File: src/rtl/vcg_pkg.sv
package vcg_pkg;
  typedef struct packed {
    logic load;
  } vcStrobe_t;

  typedef enum logic [1:0] {
    GC_BELOW    = 2'd0,
    GC_BOUNDARY = 2'd1,
    GC_ABOVE    = 2'd2
  } gateClass_t;
endpackage

File: src/rtl/vcg_ctrl.sv
module vcg_ctrl (
  input  logic                clk,
  input  logic                rstN,
  input  logic                inValid,
  output logic                inReady,
  output logic                tagValid,
  input  logic                tagReady,
  output vcg_pkg::vcStrobe_t  strobe
);
  logic validQ;

  assign inReady     = !validQ || tagReady;
  assign strobe.load = inValid && inReady;
  assign tagValid    = validQ;

  always_ff @(posedge clk) begin
    if (!rstN) validQ <= 1'b0;
    else if (inReady) validQ <= inValid;
  end


  hold_valid_chk: assert property (@(posedge clk) disable iff (!rstN)
    (tagValid && !tagReady) |=> tagValid);


  no_accept_when_stalled_chk: assert property (@(posedge clk) disable iff (!rstN)
    (tagValid && !tagReady) |-> !strobe.load);
endmodule

File: src/rtl/vcg_datapath.sv
module vcg_datapath #(
  parameter int SLICE_W = 4,
  parameter int IDX_W   = 8,
  parameter int LANES   = 8,
  parameter int ELEM_W  = 8,
  parameter int GATES   = 3,
  localparam int CNT_W  = $clog2(LANES + 1),
  localparam int DATA_W = LANES * ELEM_W
) (
  input  logic                     clk,
  input  logic                     rstN,
  input  vcg_pkg::vcStrobe_t       strobe,
  input  logic                     tagValid,
  input  logic                     tagReady,
  input  logic [SLICE_W-1:0]       sliceId,
  input  logic [IDX_W-1:0]         pktIdx,
  input  logic [GATES*IDX_W-1:0]   gateIdx,
  input  logic [DATA_W-1:0]        inData,
  input  logic [IDX_W-1:0]         cfgPktValid,
  input  logic [CNT_W-1:0]         cfgPktStride,
  input  logic [GATES*SLICE_W-1:0] cfgGateMask,
  input  logic [GATES*SLICE_W-1:0] cfgGateMatch,
  input  logic [GATES*IDX_W-1:0]   cfgGateThresh,
  input  logic [GATES-1:0]         cfgGateMode,
  output logic [CNT_W-1:0]         tagCount,
  output logic [LANES-1:0]         tagMask,
  output logic [DATA_W-1:0]        tagData
);
  import vcg_pkg::*;

  localparam logic [CNT_W-1:0] LANES_C = CNT_W'(LANES);

  logic [GATES-1:0]  gateOpen;
  logic [CNT_W-1:0]  strideCap;
  logic [IDX_W-1:0]  remain;
  logic [CNT_W-1:0]  pktCount;
  logic [CNT_W-1:0]  nextCount;
  logic [CNT_W-1:0]  countQ;
  logic [DATA_W-1:0] dataQ;

  // Remaining data along the packet dimension; an index at or past the
  // valid size saturates to zero instead of wrapping.
  always_comb begin
    strideCap = (cfgPktStride > LANES_C) ? LANES_C : cfgPktStride;
    remain    = (pktIdx >= cfgPktValid) ? '0 : (cfgPktValid - pktIdx);
    if (remain > IDX_W'(strideCap)) pktCount = strideCap;
    else                            pktCount = CNT_W'(remain);
  end

  for (genvar g = 0; g < GATES; g++) begin : gGate
    logic [SLICE_W-1:0] maskedId;
    logic [SLICE_W-1:0] matchVal;
    logic               idxPass;
    gateClass_t         cls;

    always_comb begin
      maskedId = sliceId & cfgGateMask[g*SLICE_W +: SLICE_W];
      matchVal = cfgGateMatch[g*SLICE_W +: SLICE_W];
      idxPass  = gateIdx[g*IDX_W +: IDX_W] < cfgGateThresh[g*IDX_W +: IDX_W];
      if (maskedId < matchVal)       cls = GC_BELOW;
      else if (maskedId == matchVal) cls = GC_BOUNDARY;
      else                           cls = GC_ABOVE;
      unique case (cls)
        GC_BELOW:    gateOpen[g] = 1'b1;
        GC_BOUNDARY: gateOpen[g] = idxPass;
        GC_ABOVE:    gateOpen[g] = cfgGateMode[g] && idxPass;
        default:     gateOpen[g] = 1'b0;
      endcase
    end
  end

  assign nextCount = (&gateOpen) ? pktCount : '0;

  always_ff @(posedge clk) begin
    if (!rstN) begin
      countQ <= '0;
      dataQ  <= '0;
    end else if (strobe.load) begin
      countQ <= nextCount;
      dataQ  <= inData;
    end
  end

  for (genvar p = 0; p < LANES; p++) begin : gLane
    assign tagMask[p] = CNT_W'(p) < countQ;
  end

  assign tagCount = countQ;
  assign tagData  = dataQ;


  count_range_chk: assert property (@(posedge clk) disable iff (!rstN)
    tagCount <= LANES_C);


  prefix_mask_chk: assert property (@(posedge clk) disable iff (!rstN)
    (($countones(tagMask) == int'(tagCount)) &&
     ((tagMask & (tagMask + 1'b1)) == '0)));


  closed_gate_zero_chk: assert property (@(posedge clk) disable iff (!rstN)
    (strobe.load && !(&gateOpen)) |=> (tagCount == '0));


  stride_cap_chk: assert property (@(posedge clk) disable iff (!rstN)
    strobe.load |=> (tagCount <= $past(cfgPktStride)));


  hold_data_chk: assert property (@(posedge clk) disable iff (!rstN)
    (tagValid && !tagReady) |=> ($stable(tagCount) && $stable(tagData)));
endmodule

File: src/rtl/flit_vc_tagger.sv
module flit_vc_tagger #(
  parameter int SLICE_W = 4,
  parameter int IDX_W   = 8,
  parameter int LANES   = 8,
  parameter int ELEM_W  = 8,
  parameter int GATES   = 3,
  localparam int CNT_W  = $clog2(LANES + 1),
  localparam int DATA_W = LANES * ELEM_W
) (
  input  logic                     clk,
  input  logic                     rstN,
  input  logic                     inValid,
  output logic                     inReady,
  input  logic [SLICE_W-1:0]       sliceId,
  input  logic [IDX_W-1:0]         pktIdx,
  input  logic [GATES*IDX_W-1:0]   gateIdx,
  input  logic [DATA_W-1:0]        inData,
  input  logic [IDX_W-1:0]         cfgPktValid,
  input  logic [CNT_W-1:0]         cfgPktStride,
  input  logic [GATES*SLICE_W-1:0] cfgGateMask,
  input  logic [GATES*SLICE_W-1:0] cfgGateMatch,
  input  logic [GATES*IDX_W-1:0]   cfgGateThresh,
  input  logic [GATES-1:0]         cfgGateMode,
  output logic                     tagValid,
  input  logic                     tagReady,
  output logic [CNT_W-1:0]         tagCount,
  output logic [LANES-1:0]         tagMask,
  output logic [DATA_W-1:0]        tagData
);
  vcg_pkg::vcStrobe_t strobe;

  vcg_ctrl ctrl_i (
    .clk      (clk),
    .rstN     (rstN),
    .inValid  (inValid),
    .inReady  (inReady),
    .tagValid (tagValid),
    .tagReady (tagReady),
    .strobe   (strobe)
  );

  vcg_datapath #(
    .SLICE_W (SLICE_W),
    .IDX_W   (IDX_W),
    .LANES   (LANES),
    .ELEM_W  (ELEM_W),
    .GATES   (GATES)
  ) datapath_i (
    .clk           (clk),
    .rstN          (rstN),
    .strobe        (strobe),
    .tagValid      (tagValid),
    .tagReady      (tagReady),
    .sliceId       (sliceId),
    .pktIdx        (pktIdx),
    .gateIdx       (gateIdx),
    .inData        (inData),
    .cfgPktValid   (cfgPktValid),
    .cfgPktStride  (cfgPktStride),
    .cfgGateMask   (cfgGateMask),
    .cfgGateMatch  (cfgGateMatch),
    .cfgGateThresh (cfgGateThresh),
    .cfgGateMode   (cfgGateMode),
    .tagCount      (tagCount),
    .tagMask       (tagMask),
    .tagData       (tagData)
  );
endmodule

File: config.mk
export PLATFORM = sky130hd
export DESIGN_NAME = flit_vc_tagger
export DESIGN_NICKNAME = d
export VERILOG_FILES = /design/src/rtl/vcg_pkg.sv /design/src/rtl/vcg_ctrl.sv /design/src/rtl/vcg_datapath.sv /design/src/rtl/flit_vc_tagger.sv
export SDC_FILE = /design/constraint.sdc
export NUM_CORES = 1
export LEC_CHECK = 0
export BUFFER_PORTS_ARGS = -buffer_cell sky130_fd_sc_hd__clkbuf_2
export CELL_PAD_IN_SITES_DETAIL_PLACEMENT = 0
export CELL_PAD_IN_SITES_GLOBAL_PLACEMENT = 2
export CORE_UTILIZATION = 20
export DETAILED_ROUTE_END_ITERATION = 10
export GPL_ROUTABILITY_DRIVEN = 0
export GPL_TIMING_DRIVEN = 1
export PLACE_DENSITY_LB_ADDON = 0.1
export SYNTH_ARGS = -nofsm -noshare
export SYNTH_HDL_FRONTEND = slang
export SYNTH_SLANG_ARGS = --single-unit
File: constraint.sdc
create_clock -name clk -period 4.3 [get_ports clk]
set_clock_uncertainty 0.2 [all_clocks]
set_input_delay 0.86 -clock clk [delete_from_list [all_inputs] [get_ports clk]]
set_output_delay 0.86 -clock clk [all_outputs]
set_load 0.02 [all_outputs]
### Word level (Yosys, flattened, before mapping)

Index checks and enable logic that the tools add are counted.

| word-level totals | value |
|---|---|
| input port bits | 167 |
| flip-flop bits (word level) | 69 |
| output and inout port bits | 78 |

| operators by class | value |
|---|---|
| order comparisons | 17 |
| add/sub/neg operators | 1 |
| muxes and demuxes | 13 |
| eq/ne operators | 9 |
| reductions and logical operators | 10 |
| bitwise logic cells | 3 |

Operator list:

| kind | count |
|---|---|
| less-than comparator 8 bit | 3 |
| less-than comparator 3 x 4 -> 1 bit, first input constant | 4 |
| AND 4 bit | 3 |
| equality test 4 bit | 3 |
| less-than comparator 4 bit | 3 |
| 2-to-1 mux 2 bit | 6 |
| 2-to-1 mux 4 bit | 3 |
| case mux 1 bit (3 select lines) | 3 |
| greater-or-equal comparator 8 bit | 1 |
| greater-than comparator 8 x 4 -> 1 bit | 1 |
| less-than comparator 1 x 4 -> 1 bit, first input constant | 2 |
| less-than comparator 2 x 4 -> 1 bit, first input constant | 2 |
| 2-to-1 mux 8 bit | 1 |
| subtractor 8 bit | 1 |
| equality test 2 x 1 -> 1 bit, second input constant | 3 |
| equality test 2 bit, second input constant | 3 |
| zero test 2 bit | 3 |
| greater-than comparator 4 bit, second input constant | 1 |
| logical AND 1 bit | 4 |
| AND reduction 3 bit | 1 |
| zero test 1 bit | 1 |
| logical OR 1 bit | 1 |

### Depth between registers and ports, before layout

Gate-level depths: netlist (run 1).

| depth | value |
|---|---|
| word-level depth | 8 |
| depth in mapped cells | 17 |
| gate-level depth less buffers | 17 |

### Modules after synthesis

From an unflattened synthesis (run 1), not the netlist that was laid out.

| second synthesis, totals | value |
|---|---|
| cell total of the unflattened synthesis | 438 |
| area, all modules | 4119.0 um^2 |

Modules (own cells, without submodules):

| module | area each (um^2) | cells each | instances |
|---|---|---|---|
| vcg_datapath | 4061.4 | 433 | 1 |
| vcg_ctrl | 57.6 | 5 | 1 |

### Worst setup path after synthesis (run 1)

No wires, ideal clock.

| timing | value |
|---|---|
| path type | input-to-reg |
| from | input cfgPktValid[0] |
| to | register datapath_i.countQ[0] (netlist: datapath_i.tagCount[0]) |
| library setup time | 122 ps |
| arrival | 3947 ps |
| path buffers | 0 |
| slack | 32 ps |
| cell stages on the path | 17 |
| path through | inv_1 -> ha_1 -> inv_1 -> fa_1 -> nand3_1 -> a21oi_1 -> or3_1 -> o21a_1 -> and2_1 -> ha_1 -> nor2b_1 -> o21ai_0 -> a21oi_1 -> a211oi_1 -> nor4bb_4 -> nor3_1 -> a221o_1 |

| between the ends | value |
|---|---|
| cells in the longest elaborated chain, start to end | 5 |

RTL lines:

| what | RTL line | RTL |
|---|---|---|
| start, declared | flit_vc_tagger.sv:18 | `input logic [IDX_W-1:0] cfgPktValid,` |
| subtractor 8 bit / greater-or-equal comparator 8 bit (equally long branches) | vcg_datapath.sv:45 | `remain = (pktIdx >= cfgPktValid) ? '0 : (cfgPktValid - pktIdx);` |
| 2-to-1 mux 8 bit (*) | vcg_datapath.sv:45 |  |
| greater-than comparator 8 x 4 -> 1 bit | vcg_datapath.sv:46 | `if (remain > IDX_W'(strideCap)) pktCount = strideCap;` |
| 2-to-1 mux 4 bit (*) | vcg_datapath.sv:46 |  |
| 2-to-1 mux 4 bit (*) | vcg_datapath.sv:72 | `assign nextCount = (&gateOpen) ? pktCount : '0;` |
| end signal, assigned | vcg_datapath.sv:79 | `countQ <= nextCount;` |
| end, declared | vcg_datapath.sv:38 | `logic [CNT_W-1:0] countQ;` |

Mark *: on every way between the ends. The rest lies on a longest branch, timed or not.
A chain may end at the register's enable or synchronous reset.

### Worst setup path in the final report (run 1)

Ends and elaborated chain as after synthesis.

==> results of run 1 <==
synthesized netlist by cell type (5+ instances only):
library cell,number
and2_1,12
nor2_1,9
nand4_1,5
inv_1,43
a21oi_1,12
a21boi_0,36
nand2_1,140
dfxtp_1,69
o21ai_0,8
nor2b_1,10
nand2b_1,5
clkbuf_1,21
a21boi_1,29
ha_1,45
stage by stage:
| step | setup slack (ns) | hold slack, ns | utilization |
|---|---|---|---|
| 2_1_floorplan | 0.0317 | 0.333 | - |
| 3_3_place_gp | -0.189 | 0.239 | 0.287 |
| 5_1_grt | 0.0606 | 0.277 | 0.304 |
| 4_1_cts | 0.0906 | 0.255 | 0.304 |
| 6_report | 0.300 | 0.253 | 0.304 |
| 3_5_place_dp | -0.268 | 0.246 | 0.287 |
power breakdown:
part / switching (mW) / leakage (nW) / internal [mW]
Combinational: 0.267 / 2.39 / 0.210
Clock: 0.296 / 0.152 / 0.510
Sequential: 0.0207 / 0.567 / 0.677
layout make-up:
class / instances / area (um2)
sequential: 69 / 1380
inverter: 44 / 165
clock buffer: 9 / 225
fill: 2229 / 13700
timing repair buffer: 258 / 1330
multi-input combinational: 376 / 2470
tap: 265 / 332
clock inverter: 7 / 97.6
worst min path at each step:
stage	startpoint	endpoint	slack, ns	depth (start not counted)
2_1_floorplan	datapath_i.tagData[0]	datapath_i.tagData[0]	0.33	2
3_5_place_dp	datapath_i.tagData[62]	datapath_i.tagData[62]	0.25	2
4_1_cts	datapath_i.tagData[62]	datapath_i.tagData[62]	0.26	2
3_3_place_gp	datapath_i.tagData[20]	datapath_i.tagData[20]	0.24	2
6_report	datapath_i.tagData[19]	datapath_i.tagData[19]	0.25	2
5_1_grt	datapath_i.tagData[6]	datapath_i.tagData[6]	0.28	2
flip-flops by register name, indices dropped and copies added (netlist names):
signal / count
ctrl_i.tagValid: 1
datapath_i.tagData: 64
datapath_i.tagCount: 4
metal layers:
layer | vias to the layer above | global-route usage | wire length (um)
met2 | 188 | 0.210 | 6210
met4 | 0 | 0.0500 | 270
met5 | - | 0 | 0
met1 | 1860 | 0.168 | 6370
li1 | 2217 | - | -
met3 | 14 | 0.0550 | 1340
cells in the final DEF (no fill, tap or decap), drive strengths merged, types with 2 or more instances in the layout:
cell / synthesis / routed
buf: 1 / 14
nand2: 140 / 140
nor3: 4 / 4
nand4: 5 / 5
a21o: 4 / 4
xnor2: 3 / 3
bufinv: 0 / 2
or3: 2 / 2
o31ai: 2 / 2
a211oi: 4 / 4
o21a: 4 / 4
nor3b: 2 / 2
o211ai: 4 / 4
dfxtp: 69 / 69
a21oi: 13 / 13
or2: 2 / 2
clkinvlp: 0 / 2
ha: 45 / 45
nor2: 9 / 9
a21boi: 65 / 65
nor4b: 2 / 2
nor2b: 12 / 12
a211o: 4 / 4
a41oi: 4 / 4
inv: 43 / 44
and3: 4 / 4
clkbuf: 21 / 253
clkinv: 1 / 3
and2: 12 / 12
o21ai: 12 / 12
nand2b: 5 / 5
nor4: 2 / 2
worst max-delay path: stages:
cell and delay [ns]:
clkbuf_2 0.08, inv_1 0.05, ha_1 0.15, inv_1 0.05, fa_2 0.36, nand3_2 0.09
a21oi_1 0.06, or3_1 0.37, o21a_1 0.13, and2_1 0.16, ha_1 0.30, nor2b_1 0.14
o21ai_1 0.11, a21oi_1 0.09, a211oi_1 0.22, nor4bb_4 0.36, nor3_2 0.08, a221o_1 0.34
logic make-up (layout without fill, tap and decap cells):
group / Yosys count / count (layout)
flops: 69 / 69
buf+inv: 66 / 318
xor+xnor: 3 / 3
compound gates: 122 / 122
fa+ha+maj: 46 / 46
simple gates: 205 / 205
==> results.tsv, run 1 <==
metric	value	unit
post-synthesis mux area share	0	
post_cts resized	0	
first-pass GRT wire length	22400	um
outcome	finished, final reports clean	
worst setup path end	datapath_i.tagCount[0]	
max_cap viols	0	
Peak VDD IR	0.158	mV
Rel. slew slack	0.484	
post-route ant nets	0	
largest family of logic cells by synthesized area	simple AND/OR/NAND/NOR gates	
WP data required	4.32	ns
io pins	245	
Critical Path Source Type	input pin	
Reg-to-Reg End	datapath_i.tagData[44]	
Setup crit end kind	flip-flop	
P_leak	3.11	nW
Post-synth top flop	dfxtp_1	
Pwr Total	1.98	mW
root buffer selected by CTS	clkbuf_16	
CTS Hold Bufs	0	
R2R setup slack	2.33	ns
final setup fails	0	
Synth cell types	49	
synthesized flop and latch total	69	
Layout Nets	971	
Post-Place Cell Area	5660	um2
vias per inst	4.16	
via count	4279	
YS warnings	0	
total setup buffers inserted after CTS	0	
Clk Latency, worst-skew pair	0.33	ns
DR DRC count	0	
Slew Limit Fails	0	
die footprint	21000	um2
share of the synthesized area in the top cell type	0.338	
Std-Cell Rows	51	
xor and xnor fraction of the mapped netlist area	0.00643	
Antenna Cells	0	
Async SR Flop Fraction	0	
post-route cell area	6000	um2
Initial Util	0.207	
core area	19700	um2
Placed Cells	1012	
non-filler cells, final	1028	
Worst setup startpoint	cfgPktValid[0]	
Yosys top cell by area	dfxtp_1	
synthesis-to-layout area growth	46.8	%
CTS sink cnt	69	
simple logic cell fraction of the synthesized area	0.232	
port bufs	244	
Clock Path Buffers	2	
CTS tree	yes	
GRT Overall Usage	0.136	
transition time of the tightest slew-check pin	0.774	ns
R2R depth	5	
Hold Fails Final Rpt	0	
Remaining Overflow, GRT	0	
chip width	145	um
First-pass DRT Iterations	4	
fin crit share	0.930	
Mapped Area	4090	um2
per-cell routed wire length	13.8	um
crit path DAT	4.02	ns
largest net degree at the start of global routing	69	
Synth area leaders	dfxtp_1 (34%), ha_1 (14%), nand2_1 (13%), a21boi_0 (6.6%), a21boi_1 (5.3%)	
Avg Synthesized Cell Area	8.00	um2
Pwr per Cell Area	330	nW/um2
CTS buffer count	9	
Tmin final	4.00	ns
Worst Path Class, Setup	in -> reg	
Detailed Route Iter0 Violations	138	
unrepaired setup endpoints after global routing	false	
Fmax	250	MHz
register area share after synthesis	0.338	
final WL	14200	um
Compound-Gate Fraction of Synth Area	0.220	
hpwl dp	11500	um
Adder-Cell Fraction of Synth Area	0.143	
share of cells above drive strength 1	0.379	
worst-path maximum fanout	6	
post-synth net total	724	
setup tns final	0	ns
Critical R2R Launch	ctrl_i.tagValid	
post-synthesis instance total	511	
number of global-route vias before repair	4167	
initial antenna violation count	0	
hold crit path type	reg -> reg	
Reg clk slew, reported paths	0.06	ns
DIE HEIGHT	145	um
Post-synth EDFFs	0	
H-tree level count	3	
No activity file was read; power rests on OpenSTA's default activity.
==> run 2, diff against run 1 <==
--- a/config.mk
+++ b/config.mk
@@ -5,10 +5,11 @@
 export SDC_FILE = /design/constraint.sdc
 export NUM_CORES = 1
 export LEC_CHECK = 0
+export ABC_AREA = 1
 export BUFFER_PORTS_ARGS = -buffer_cell sky130_fd_sc_hd__clkbuf_2
 export CELL_PAD_IN_SITES_DETAIL_PLACEMENT = 0
 export CELL_PAD_IN_SITES_GLOBAL_PLACEMENT = 2
-export CORE_UTILIZATION = 20
+export CORE_UTILIZATION = 19
 export DETAILED_ROUTE_END_ITERATION = 10
 export GPL_ROUTABILITY_DRIVEN = 0
 export GPL_TIMING_DRIVEN = 1
==> run 2 against run 1 <==
Compared with the run above: critical path depth rose by 2; highest routed layer unchanged; largest power group is now sequential cells; combinational power rose by 14%; critical endpoint is now datapath_i.tagCount[1]; setup slack improved by 0.53 ns; worst hold slack improved by 0.028 ns; flip-flop and latch count did not move; sequential power rose by 3.2%; utilization fell by 2.2 points; cell count rose by 7.7%; clock-buffer cell count rose by 4.
==> results.tsv, run 2 <==
metric	value	unit	change
Std-Cell Rows	52		was 51
port bufs	244		unchanged
Synth cell types	27		was 49
final WL	13700	um	was 14200 um
Detailed Route Iter0 Violations	107		was 138
largest net degree at the start of global routing	66		was 69
Pwr per Cell Area	341	nW/um2	was 330 nW/um2
Async SR Flop Fraction	0		unchanged
Antenna Cells	0		unchanged
setup tns final	0	ns	unchanged
cell chain of the critical path	clkbuf_2, inv_1, ha_1, inv_1, fa_1, nand2_1, nand3_2, nand3_1, nand3_1, nand2_2, inv_1, nand2_1, inv_1, ha_1, nand2_1, o21ai_0, nand3_2, nand2_1, nand3_1, a21oi_1		was clkbuf_2, inv_1, ha_1, inv_1, fa_2, nand3_2, a21oi_1, or3_1, o21a_1, and2_1, ha_1, nor2b_1, o21ai_1, a21oi_1, a211oi_1, nor4bb_4, nor3_2, a221o_1
Mapped Area	4010	um2	was 4090 um2
Peak VDD IR	0.171	mV	was 0.158 mV
unrepaired setup endpoints after global routing	false		unchanged
Rel. slew slack	0.219		was 0.484
register area share after synthesis	0.344		was 0.338
die footprint	21700	um2	was 21000 um2
GRT Overall Usage	0.127		was 0.136
Synth area leaders	dfxtp_1 (34%), ha_1 (14%), nor2_1 (13%), o21ai_0 (9.4%), nand2_1 (8.5%)		was dfxtp_1 (34%), ha_1 (14%), nand2_1 (13%), a21boi_0 (6.6%), a21boi_1 (5.3%)
total setup buffers inserted after CTS	0		unchanged
DR DRC count	0		unchanged
Avg Synthesized Cell Area	6.72	um2	was 8.00 um2
final setup fails	0		unchanged
vias per inst	3.97		was 4.16
Slew Limit Fails	0		unchanged
Buf/Inv on CP	5		was 3
slowest CP cell	o21ai_0		was or3_1
Pwr Total	1.97	mW	was 1.98 mW
chip width	147	um	was 145 um
met1 Track Usage GR	0.146		was 0.168
top-count cell post-synth	nor2_1		was nand2_1
Layout Nets	1046		was 971
post-synth net total	810		was 724
Placed Cells	1092		was 1012
Post-synth EDFFs	0		unchanged
Setup crit end kind	flip-flop		unchanged
hpwl dp	11000	um	was 11500 um
CTS tree	yes		unchanged
fin crit share	0.807		was 0.930
crit path DAT	3.52	ns	was 4.02 ns
max_cap viols	0		unchanged
CTS sink cnt	69		unchanged
CP peak stage delay	0.47	ns	was 0.37 ns
core area	20500	um2	was 19700 um2
delay-heaviest family, CP	simple AND/OR/NAND/NOR gates		unchanged
Post-synth top flop	dfxtp_1		unchanged
Critical Path Source Type	input pin		unchanged
synthesized flop and latch total	69		unchanged
Initial Util	0.196		was 0.207
number of global-route vias before repair	4270		was 4167
CTS Hold Bufs	0		unchanged
post_cts resized	0		unchanged
io pins	245		unchanged
H-tree level count	3		unchanged
final setup margin	0.832	ns	was 0.300 ns
Tmin final	3.47	ns	was 4.00 ns
P_leak	3.34	nW	was 3.11 nW
CTS buffer count	9		unchanged
worst slack at placement	0.542	ns	was -0.268 ns
transition time of the tightest slew-check pin	1.17	ns	was 0.774 ns
share of the synthesized area in the top cell type	0.344		was 0.338
max FFs per register	64		unchanged
Worst Path Class, Setup	in -> reg		unchanged
Hold Fails Final Rpt	0		unchanged
Clk Latency, worst-skew pair	0.33	ns	about the same
First-pass DRT Iterations	4		unchanged
Reg clk slew, reported paths	0.05	ns	was 0.06 ns
Fmax	288	MHz	was 250 MHz
initial antenna violation count	0		unchanged
DIE HEIGHT	147	um	was 145 um
WP data required	4.35	ns	was 4.32 ns
worst-path maximum fanout	5		was 6
outcome	finished, final reports clean		unchanged
Remaining Overflow, GRT	0		unchanged
non-filler cells, final	1107		was 1028
most frequent cells in the layout	clkbuf_2 (244), nor2_1 (141), nand2_1 (90)		was clkbuf_2 (244), nand2_1 (139), dfxtp_1 (69)
most common cell after layout, fill and taps aside	clkbuf_2		unchanged
first-pass GRT wire length	21500	um	was 22400 um
share of cells above drive strength 1	0.325		was 0.379
synthesis-to-layout area growth	44.1	%	was 46.8%
met2 usage	0.232		was 0.210
YS warnings	0		unchanged
post-synthesis instance total	597		was 511
met3 usage	0.0224		was 0.0550
post-route ant nets	0		unchanged
per-cell routed wire length	12.4	um	was 13.8 um
Yosys top cell by area	dfxtp_1		unchanged
Clock Path Buffers	2		unchanged
via count	4397		was 4279
Commonest cells post-synth	nor2_1 (141), nand2_1 (91), inv_1 (89)		was nand2_1 (140), dfxtp_1 (69), ha_1 (45)
GR peak layer	met2		unchanged
root buffer selected by CTS	clkbuf_16		unchanged
hold crit path type	reg -> reg		unchanged
==> run 2: path summary, 6_finish.rpt <==
path | start | end | slack [ns] | depth (start not counted)
worst max-delay path | cfgPktValid[0] | datapath_i.tagCount[1] | 0.83 | 20
worst min-delay path | datapath_i.tagData[57] | datapath_i.tagData[57] | 0.28 | 2
worst max register to register | ctrl_i.tagValid | datapath_i.tagData[16] | 2.22 | 6
worst min register to register | datapath_i.tagData[57] | datapath_i.tagData[57] | 0.28 | 2
==> run 2: tightest hold or removal path: cells and delay by family (launching register included) <==
family / cells / cell delay [ns]
AND/OR/NAND/NOR: 2 / 0.13
flip-flops: 1 / 0.32
==> run 2: cell type report <==
cell class / count / area, um2
sequential: 69 / 1380
clock buffer: 13 / 240
fill: 2345 / 14700
multi-input combinational: 416 / 2210
timing repair buffer: 246 / 1240
tap: 270 / 338
clock inverter: 2 / 35.0
inverter: 91 / 342
==> run 2: logic make-up (layout without fill, tap and decap cells) <==
| family | Yosys count | after routing | share of synthesized area |
|---|---|---|---|
| xor+xnor | 3 | 3 | 0.00655 |
| compound gates | 102 | 102 | 0.131 |
| simple gates | 265 | 265 | 0.268 |
| fa+ha+maj | 46 | 46 | 0.145 |
| buf+inv | 112 | 352 | 0.106 |
| flops | 69 | 69 | 0.344 |
==> run 2: per-stage QoR <==
stage / util / cell area, um2 / hold WS, ns
after floorplan: - / 4010 / 0.361
after global placement: 0.269 / 5510 / 0.264
after detailed placement: 0.269 / 5510 / 0.273
after CTS: 0.282 / 5780 / 0.285
after global routing: 0.282 / 5780 / 0.305
final: 0.282 / 5780 / 0.281
==> run 2: metal layers <==
layer,vias up,wire length (um)
met5,-,0
met4,0,155
met3,12,660
met2,127,7100
met1,1911,5810
li1,2347,-
==> run 2: where the power goes <==
group / leakage [nW] / switching [mW] / internal [mW] / total, mW
Combinational: 2.63 / 0.334 / 0.208 / 0.542
Sequential: 0.573 / 0.0280 / 0.692 / 0.720
Clock: 0.134 / 0.264 / 0.446 / 0.710
